==> src/rtl/acc_alu_pkg.sv <==
package acc_alu_pkg;

   typedef enum logic [4:0] {
      OP_ADD = 5'd0,
      OP_ADC = 5'd1,
      OP_SUB = 5'd2,
      OP_SBC = 5'd3,
      OP_AND = 5'd4,
      OP_OR  = 5'd5,
      OP_EOR = 5'd6,
      OP_COM = 5'd7,
      OP_NEG = 5'd8,
      OP_INC = 5'd9,
      OP_DEC = 5'd10,
      OP_CLR = 5'd11,
      OP_TST = 5'd12,
      OP_ASL = 5'd13,
      OP_ASR = 5'd14,
      OP_LSR = 5'd15,
      OP_ROL = 5'd16,
      OP_ROR = 5'd17,
      OP_DAA = 5'd18
   } alu_op_e;

   typedef struct packed {
      logic h;
      logic n;
      logic z;
      logic v;
      logic c;
   } flags_t;

   localparam flags_t FL_NONE = '{h: 1'b0, n: 1'b0, z: 1'b0, v: 1'b0, c: 1'b0};

endpackage

==> src/rtl/acc_alu_arith.sv <==
module acc_alu_arith
   import acc_alu_pkg::*;
#(
   parameter int WIDTH = 8
) (
   input  alu_op_e          op,
   input  logic [WIDTH-1:0] a,
   input  logic [WIDTH-1:0] m,
   input  logic             cin,
   output logic [WIDTH-1:0] res,
   output flags_t           flg,
   output flags_t           we
);
   localparam int MSB = WIDTH - 1;
   localparam logic [WIDTH-1:0] MAX_POS = {1'b0, {(WIDTH-1){1'b1}}};
   localparam logic [WIDTH-1:0] MIN_NEG = {1'b1, {(WIDTH-1){1'b0}}};

   logic [WIDTH:0] wide;
   logic [4:0]     nib;
   logic           ci;

   always_comb begin
      res  = a;
      flg  = FL_NONE;
      we   = FL_NONE;
      wide = '0;
      nib  = '0;
      ci   = 1'b0;
      case (op)
         OP_ADD, OP_ADC: begin
            ci    = (op == OP_ADC) ? cin : 1'b0;
            wide  = {1'b0, a} + {1'b0, m} + {{WIDTH{1'b0}}, ci};
            nib   = {1'b0, a[3:0]} + {1'b0, m[3:0]} + {4'b0000, ci};
            res   = wide[MSB:0];
            flg.h = nib[4];
            flg.c = wide[WIDTH];
            flg.v = (a[MSB] == m[MSB]) && (res[MSB] != a[MSB]);
            we    = '{h: 1'b1, n: 1'b1, z: 1'b1, v: 1'b1, c: 1'b1};
         end
         OP_SUB, OP_SBC: begin
            ci    = (op == OP_SBC) ? cin : 1'b0;
            wide  = {1'b0, a} - {1'b0, m} - {{WIDTH{1'b0}}, ci};
            res   = wide[MSB:0];
            flg.c = wide[WIDTH];
            flg.v = (a[MSB] != m[MSB]) && (res[MSB] != a[MSB]);
            we    = '{h: 1'b0, n: 1'b1, z: 1'b1, v: 1'b1, c: 1'b1};
         end
         OP_NEG: begin
            res   = '0 - a;
            flg.v = (a == MIN_NEG);
            flg.c = (res != '0);
            we    = '{h: 1'b0, n: 1'b1, z: 1'b1, v: 1'b1, c: 1'b1};
         end
         OP_INC: begin
            res   = a + 1'b1;
            flg.v = (a == MAX_POS);
            we    = '{h: 1'b0, n: 1'b1, z: 1'b1, v: 1'b1, c: 1'b0};
         end
         OP_DEC: begin
            res   = a - 1'b1;
            flg.v = (a == MIN_NEG);
            we    = '{h: 1'b0, n: 1'b1, z: 1'b1, v: 1'b1, c: 1'b0};
         end
         OP_CLR: begin
            res = '0;
            we  = '{h: 1'b0, n: 1'b1, z: 1'b1, v: 1'b1, c: 1'b1};
         end
         OP_TST: begin
            res = a;
            we  = '{h: 1'b0, n: 1'b1, z: 1'b1, v: 1'b1, c: 1'b1};
         end
         default: begin
            res = a;
         end
      endcase
      flg.n = res[MSB];
      flg.z = (res == '0);
   end
endmodule

==> src/rtl/acc_alu_logic.sv <==
module acc_alu_logic
   import acc_alu_pkg::*;
#(
   parameter int WIDTH = 8
) (
   input  alu_op_e          op,
   input  logic [WIDTH-1:0] a,
   input  logic [WIDTH-1:0] m,
   output logic [WIDTH-1:0] res,
   output flags_t           flg,
   output flags_t           we
);
   always_comb begin
      res = a;
      flg = FL_NONE;
      we  = FL_NONE;
      case (op)
         OP_AND: begin
            res = a & m;
            we  = '{h: 1'b0, n: 1'b1, z: 1'b1, v: 1'b1, c: 1'b0};
         end
         OP_OR: begin
            res = a | m;
            we  = '{h: 1'b0, n: 1'b1, z: 1'b1, v: 1'b1, c: 1'b0};
         end
         OP_EOR: begin
            res = a ^ m;
            we  = '{h: 1'b0, n: 1'b1, z: 1'b1, v: 1'b1, c: 1'b0};
         end
         OP_COM: begin
            res   = ~a;
            flg.c = 1'b1;
            we    = '{h: 1'b0, n: 1'b1, z: 1'b1, v: 1'b1, c: 1'b1};
         end
         default: begin
            res = a;
         end
      endcase
      flg.n = res[WIDTH-1];
      flg.z = (res == '0);
   end
endmodule

==> src/rtl/acc_alu_shift.sv <==
module acc_alu_shift
   import acc_alu_pkg::*;
#(
   parameter int WIDTH = 8
) (
   input  alu_op_e          op,
   input  logic [WIDTH-1:0] a,
   input  logic             cin,
   output logic [WIDTH-1:0] res,
   output flags_t           flg,
   output flags_t           we
);
   localparam int MSB = WIDTH - 1;

   always_comb begin
      res = a;
      flg = FL_NONE;
      we  = FL_NONE;
      case (op)
         OP_ASL: begin
            res   = {a[MSB-1:0], 1'b0};
            flg.c = a[MSB];
         end
         OP_ASR: begin
            res   = {a[MSB], a[MSB:1]};
            flg.c = a[0];
         end
         OP_LSR: begin
            res   = {1'b0, a[MSB:1]};
            flg.c = a[0];
         end
         OP_ROL: begin
            res   = {a[MSB-1:0], cin};
            flg.c = a[MSB];
         end
         OP_ROR: begin
            res   = {cin, a[MSB:1]};
            flg.c = a[0];
         end
         default: begin
            res = a;
         end
      endcase
      flg.n = res[MSB];
      flg.z = (res == '0);
      flg.v = flg.n ^ flg.c;
      if (op inside {OP_ASL, OP_ASR, OP_LSR, OP_ROL, OP_ROR}) begin
         we = '{h: 1'b0, n: 1'b1, z: 1'b1, v: 1'b1, c: 1'b1};
      end
   end
endmodule

==> src/rtl/acc_alu_decadj.sv <==
module acc_alu_decadj
   import acc_alu_pkg::*;
(
   input  logic [7:0] a,
   input  logic       hin,
   input  logic       cin,
   output logic [7:0] res,
   output flags_t     flg,
   output flags_t     we
);
   logic [3:0] lo_dig;
   logic [3:0] hi_dig;
   logic       lo_fix;
   logic       hi_fix;

   always_comb begin
      lo_dig = a[3:0];
      hi_dig = a[7:4];
      lo_fix = hin || (lo_dig > 4'd9);
      hi_fix = cin || (hi_dig > 4'd9) || ((hi_dig == 4'd9) && (lo_dig > 4'd9));
      res    = a + {1'b0, hi_fix, hi_fix, 1'b0, 1'b0, lo_fix, lo_fix, 1'b0};
      flg    = FL_NONE;
      flg.n  = res[7];
      flg.z  = (res == 8'h00);
      flg.c  = hi_fix;
      we     = '{h: 1'b0, n: 1'b1, z: 1'b1, v: 1'b0, c: 1'b1};
   end
endmodule

==> src/rtl/acc_alu.sv <==
module acc_alu
   import acc_alu_pkg::*;
#(
   parameter int WIDTH   = 8,
   parameter bit HAS_DAA = 1'b1
) (
   input  logic [4:0]       op_sel,
   input  logic [WIDTH-1:0] acc_in,
   input  logic [WIDTH-1:0] mem_in,
   input  logic             h_in,
   input  logic             c_in,
   output logic [WIDTH-1:0] res_out,
   output logic             h_out,
   output logic             n_out,
   output logic             z_out,
   output logic             v_out,
   output logic             c_out,
   output logic             h_we,
   output logic             n_we,
   output logic             z_we,
   output logic             v_we,
   output logic             c_we
);
   if ((WIDTH < 8) || ((WIDTH % 4) != 0)) begin : g_bad_width
      $error("acc_alu: WIDTH must be a multiple of 4 and at least 8");
   end
   if (HAS_DAA && (WIDTH != 8)) begin : g_bad_daa
      $error("acc_alu: decimal adjust needs WIDTH of 8");
   end

   alu_op_e op;
   assign op = alu_op_e'(op_sel);

   logic [WIDTH-1:0] ar_res, lg_res, sh_res, da_res;
   flags_t           ar_flg, lg_flg, sh_flg, da_flg;
   flags_t           ar_we,  lg_we,  sh_we,  da_we;
   logic [WIDTH-1:0] sel_res;
   flags_t           sel_flg, sel_we, fin_flg;

   acc_alu_arith #(.WIDTH(WIDTH)) u_arith (
      .op(op), .a(acc_in), .m(mem_in), .cin(c_in),
      .res(ar_res), .flg(ar_flg), .we(ar_we)
   );

   acc_alu_logic #(.WIDTH(WIDTH)) u_logic (
      .op(op), .a(acc_in), .m(mem_in),
      .res(lg_res), .flg(lg_flg), .we(lg_we)
   );

   acc_alu_shift #(.WIDTH(WIDTH)) u_shift (
      .op(op), .a(acc_in), .cin(c_in),
      .res(sh_res), .flg(sh_flg), .we(sh_we)
   );

   if (HAS_DAA) begin : g_daa
      acc_alu_decadj u_decadj (
         .a(acc_in[7:0]), .hin(h_in), .cin(c_in),
         .res(da_res[7:0]), .flg(da_flg), .we(da_we)
      );
   end else begin : g_no_daa
      assign da_res = acc_in;
      assign da_flg = FL_NONE;
      assign da_we  = FL_NONE;
   end

   always_comb begin
      case (op)
         OP_ADD, OP_ADC, OP_SUB, OP_SBC, OP_NEG,
         OP_INC, OP_DEC, OP_CLR, OP_TST: begin
            sel_res = ar_res; sel_flg = ar_flg; sel_we = ar_we;
         end
         OP_AND, OP_OR, OP_EOR, OP_COM: begin
            sel_res = lg_res; sel_flg = lg_flg; sel_we = lg_we;
         end
         OP_ASL, OP_ASR, OP_LSR, OP_ROL, OP_ROR: begin
            sel_res = sh_res; sel_flg = sh_flg; sel_we = sh_we;
         end
         OP_DAA: begin
            sel_res = da_res; sel_flg = da_flg; sel_we = da_we;
         end
         default: begin
            sel_res = acc_in; sel_flg = FL_NONE; sel_we = FL_NONE;
         end
      endcase
      fin_flg = sel_flg & sel_we;
   end

   assign res_out = sel_res;
   assign h_out   = fin_flg.h;
   assign n_out   = fin_flg.n;
   assign z_out   = fin_flg.z;
   assign v_out   = fin_flg.v;
   assign c_out   = fin_flg.c;
   assign h_we    = sel_we.h;
   assign n_we    = sel_we.n;
   assign z_we    = sel_we.z;
   assign v_we    = sel_we.v;
   assign c_we    = sel_we.c;
endmodule

==> config.mk <==
export PLATFORM = sky130hd
export DESIGN_NAME = acc_alu
export DESIGN_NICKNAME = d
export VERILOG_FILES = /design/src/rtl/acc_alu_pkg.sv /design/src/rtl/acc_alu_arith.sv /design/src/rtl/acc_alu_logic.sv /design/src/rtl/acc_alu_shift.sv /design/src/rtl/acc_alu_decadj.sv /design/src/rtl/acc_alu.sv
export SDC_FILE = /design/constraint.sdc
export NUM_CORES = 1
export LEC_CHECK = 0
export ABC_CLOCK_PERIOD_IN_PS = 4600
export BUFFER_PORTS_ARGS = -buffer_cell sky130_fd_sc_hd__buf_2
export CAP_MARGIN = 20
export CORE_ASPECT_RATIO = 1.1
export CORE_UTILIZATION = 64
export DETAILED_ROUTE_END_ITERATION = 8
export PLACE_DENSITY = 0.86
export SETUP_SLACK_MARGIN = 0.15
export SLEW_MARGIN = 15
export SYNTH_ARGS = -nofsm -noshare
export SYNTH_HDL_FRONTEND = slang
export SYNTH_HIERARCHICAL = 1
export SYNTH_SLANG_ARGS = --single-unit
==> constraint.sdc <==
create_clock -name vclk -period 4.6
set_input_delay 0.23 -clock vclk [all_inputs]
set_output_delay 0.23 -clock vclk [all_outputs]
set_load 0.05 [all_outputs]
---- Word level (Yosys, flattened, before mapping) ----
Index checks and enable logic that the tools add are counted.
word-level totals
  flip-flop bits (word level) ............. 0
  bits of input ports ..................... 23
  output and inout port bits .............. 18
cells by class
  $add $sub $neg .......................... 10
  magnitude comparators ................... 2
  equality and inequality tests ........... 25
  muxes and demuxes ....................... 16
  bitwise gates (word level) .............. 6
  reductions and logical operators ........ 24
operators with widths
  operator               count
  $pmux W8 S4            2
  $pmux W8 S6            1
  $eq A5 B4 Y1 const B   8
  $pmux W5 S4            2
  $pmux W8 S5            1
  $logic_not A8 Y1       4
  $eq A5 B3 Y1 const B   4
  $eq A5 B5 Y1 const B   3
  $pmux W5 S3            1
  $eq A5 B2 Y1 const B   2
  $reduce_or A2 Y1       5
  $reduce_or A5 Y1       2
  $add A8 B8 Y9          1
  $add A9 B1 Y9          1
  $reduce_or A9 Y1       1
  $sub A8 B8 Y9          1
  $sub A9 B1 Y9          1
  $add A8 B1 Y8 const B  1
  $add A8 B7 Y8          1
  $and A8 B8 Y8          1
  $eq A8 B7 Y1 const B   1
  $eq A8 B8 Y1 const B   1
  $gt A4 B4 Y1 const B   2
  $not A8 Y8             1
  other kinds (25)       35

---- Logic depth before layout (Yosys ltp) ----
  word-level depth ........................ 8
  gate-level depth with buffers ........... 17

---- Modules after synthesis ----
The synthesis kept the hierarchy.
modules (own cells, without submodules)
  module          times used  cells an instance  area an instance (sq um)  sequential area each (sq um)
  acc_alu_arith   1           245                1729.2                    0.0
  acc_alu         1           131                879.6                     0.0
  acc_alu_logic   1           108                833.3                     0.0
  acc_alu_shift   1           49                 356.6                     0.0
  acc_alu_decadj  1           37                 299.0                     0.0

---- Worst setup path after synthesis ----
OpenSTA, ideal clock, no wires.
  path type ............................... input -> output
  from .................................... input op_sel[3]
  to ...................................... output z_out
  arrival ................................. 4.375 ns
  data required time ...................... 4.370 ns
  slack ................................... -0.005 ns
  stages .................................. 14
  path buffers ............................ 1
  cell sequence ........................... nor3_1 > and2_2 > buf_2 > nand3_1 > fa_1 > fa_1 > mux2i_4 > xnor2_1 > a221o_1 > or3_1 > or3_1 > nor4_2 > nor3_1 > a211oi_1
RTL lines
  item                line           RTL
  start: declaration  acc_alu.sv:7   input logic [4:0] op_sel,
  end: declaration    acc_alu.sv:15  output logic z_out,

==> summary.md <==
The flow ran to the end, and the final reports show no timing, DRC or antenna violations. Data on the critical path arrives at its endpoint at 4.07 ns. Max-cap violations in this run came to 0.

The kind of path behind the tightest hold check is input pin to output port. The die covers 6730 um2. Setup repair after global routing left no endpoint under its margin.

The tools report the start point of the critical path as op_sel[3]. In the final routed layout, each cell accounts on average for 19.3 um. The run gives 0 as the post-route antenna net violation count. After legalization and detailed placement, the total HPWL measured 9.60 mm. For the global-route wire length before repair, the log shows 20.5 mm. The run gives 4327 as the number of global-route vias before repair. By area, the combinational part of the netlist is dominated by compound AO/OA/AOI/OAI gates. The count of different cell masters after synthesis is 85, and the number of buffers inserted by port buffering is 41. The clock buffers instantiated in the layout total 0. The logs give 34.0% for the worst slew slack as a fraction of its limit and 0 for the total inserted antenna cells. The core outline area was 6190 um2; the count of vias placed by the detailed router was 4627. The share of the Yosys chip area taken by registers is 0%. After layout, the minimum clock period comes to 4.30 ns. The routed design has 12.8 mm of wire. Number of warnings issued by yosys: 6.

The floorplan step set the die height to 85.9 um. Counting instances, the worst hold path has a depth of 4. The synthesized netlist devotes 17.6% of its cell area to adder and majority cells. The tools report the timing-limited maximum frequency as 0.233 GHz. The power per cell area is 116 nW/um2, and the initial detailed-routing violation count is 555.

In this run the horizontal extent of the chip is 78.3 um. In this run the post-CTS setup repair buffer count came out at 0. For the critical path required time, the log shows 4.37 ns. The run gives 0 as the initial antenna violation count.

Power comes to 487 uW. The synthesized netlist devotes 5.98% of its cell area to XOR and XNOR gates. The path with the worst hold slack has its endpoint at res_out[0]. Each instance of the synthesized netlist takes up on average 7.19 um2. Relative to the synthesized area, the layout overhead comes to 2.44%.

The number of hold violations in the final report is 0, and the number of top-level pins is 41. The startpoint of the worst hold path was acc_in[0]. The sequential cells in the finished layout cover a total of 0 um2. The global placer's final weighted congestion was 1.03; the maximum vdd ir drop was 0.0000871 V. The total congestion overflow after global routing is 0, and the final-report max-slew violation count is 0.

Synthesis produced 570 cells. At the pin with the least slew margin, the transition time is 0.989 ns. The part of the cycle the worst path needs is 93.5%, and the number of rows in the core area is 30. After synthesis, the share of cell area in mux cells is 5.16%. The tools report the type of element capturing the critical path as an output port. Including well taps, the total number of placed cells is 659. The tools report the largest net degree at the start of global routing as 42.

The synthesized-area fraction occupied by ao, oa, aoi and oai cells was 31.4%. Global routing used 37.8% of the available tracks across all layers. Summed over all cells, the static leakage comes to 1.83 nW. The summed instance area of the synthesized netlist came out at 4100 um2. Type of the setup path with the least slack: input pin to output port. Of the cells placed in the final design, the portion with a size suffix greater than 1 is 15.0%. After Yosys synthesis, and, or, nand and nor cells account for 24.5% of the synthesized area.

The post-route non-filler standard cell count was 660; the final setup violation count was 0. In this run the worst path has a maximum fanout of 8. In the routed design, unresolved DRC markers number 0. The first detailed-routing pass took 6 iterations.

The type of origin of the critical path was an input pin. After detailed routing, the number of vias per cell comes to 7.01. For this configuration, the core starts out at a cell density of 66.2%. Number of nets in the layout: 659. There are 0 flip-flops and latches. Sum of negative setup slack: 0 ns.
## area by class of cell
cell class                      count  area, um2
Inverter                           64        245
Tap cell                           80        100
Timing Repair Buffer               55        310
Fill cell                         572       2000
Multi-Input combinational cell    461       3540
## worst max-delay path by stage
stage	endpoint	depth (start not counted)
3_5_place_dp	z_out	15
3_3_place_gp	n_out	18
6_report	z_out	16
5_1_grt	z_out	16
2_1_floorplan	c_out	15
4_1_cts	z_out	15
## critical path, cell delays in order
cell and delay, ns:
sky130_fd_sc_hd__buf_2 0.11, sky130_fd_sc_hd__nor3_2 0.32, sky130_fd_sc_hd__and2_2 0.30, sky130_fd_sc_hd__nand3_1 0.12, sky130_fd_sc_hd__fa_1 0.43, sky130_fd_sc_hd__fa_1 0.44, sky130_fd_sc_hd__nand2_1 0.07, sky130_fd_sc_hd__o21ai_0 0.10
sky130_fd_sc_hd__a222oi_1 0.36, sky130_fd_sc_hd__o21ai_0 0.20, sky130_fd_sc_hd__or3_1 0.34, sky130_fd_sc_hd__or3_1 0.32, sky130_fd_sc_hd__nor4_2 0.19, sky130_fd_sc_hd__nor3_1 0.11, sky130_fd_sc_hd__a211oi_2 0.15, sky130_fd_sc_hd__buf_2 0.29
## kinds of logic after synthesis
group,count (synthesis)
AO/OA/AOI/OAI,169
XOR/XNOR,28
adder cells (fa/ha/maj),54
buffers and inverters,117
multiplexers,17
other,4
AND/OR/NAND/NOR,181
## cells in the final DEF, fill, tap and decap left out, types with 12 or more instances in the layout
| master | synthesis | routed |
|---|---|---|
| sky130_fd_sc_hd__nor2_1 | 39 | 38 |
| sky130_fd_sc_hd__a21oi_1 | 33 | 33 |
| sky130_fd_sc_hd__buf_4 | 27 | 13 |
| sky130_fd_sc_hd__buf_2 | 9 | 40 |
| sky130_fd_sc_hd__inv_1 | 61 | 61 |
| sky130_fd_sc_hd__xnor2_1 | 21 | 21 |
| sky130_fd_sc_hd__nand2_1 | 42 | 42 |
| sky130_fd_sc_hd__o21ai_0 | 15 | 15 |
| sky130_fd_sc_hd__conb_1 | 4 | 12 |
| sky130_fd_sc_hd__a31oi_1 | 12 | 12 |
| sky130_fd_sc_hd__nor3_1 | 22 | 21 |
| sky130_fd_sc_hd__ha_1 | 48 | 48 |
## routing by layer
metal  wire length [um]  global-route usage [%]  vias up
met2               5630                    62.5      346
met4                791                    21.4        0
met5                  0                       0        -
met1               4970                    45.9     2099
li1                   -                       -     2107
met3               1370                    7.02       75
## Yosys cell counts, types with 10 or more instances
cell,number,area (um2)
sky130_fd_sc_hd__a32o_1,10,100
sky130_fd_sc_hd__ha_1,48,601
sky130_fd_sc_hd__nand4b_1,10,87.6
sky130_fd_sc_hd__xnor2_1,21,184
sky130_fd_sc_hd__a21oi_1,33,165
sky130_fd_sc_hd__buf_4,27,203
sky130_fd_sc_hd__o21ai_0,15,75.1
sky130_fd_sc_hd__inv_1,61,229
sky130_fd_sc_hd__nor3_1,22,110
sky130_fd_sc_hd__a31oi_1,12,75.1
sky130_fd_sc_hd__nor2_1,39,146
sky130_fd_sc_hd__nand2_1,42,158
sky130_fd_sc_hd__a211oi_1,11,82.6
sky130_fd_sc_hd__a221oi_1,10,87.6
sky130_fd_sc_hd__mux2i_1,11,110
## stage by stage
step	setup slack (ns)	instance area, um2	hold WS (ns)	utilization, %
global placement	0.317	4170	1.12	67.4
finish	0.300	4200	1.14	67.8
global route	0.178	4200	1.18	67.8
floorplan	0.472	4140	0.736	-
detailed placement	0.294	4170	1.13	67.4
CTS	0.286	4170	1.13	67.4
## where the power goes
group          total, mW  switching, mW  internal [mW]  leakage, nW
clock network          0              0              0            0
registers              0              0              0            0
logic              0.487          0.314          0.173         1.83
## what timing repair did
| action | CTS | global route |
|---|---|---|
| resized for setup | 0 | 5 |
| setup endpoints to repair | 0 | 2 |
| hold buffers | 0 | 0 |
(Power assumes the default switching activity.)
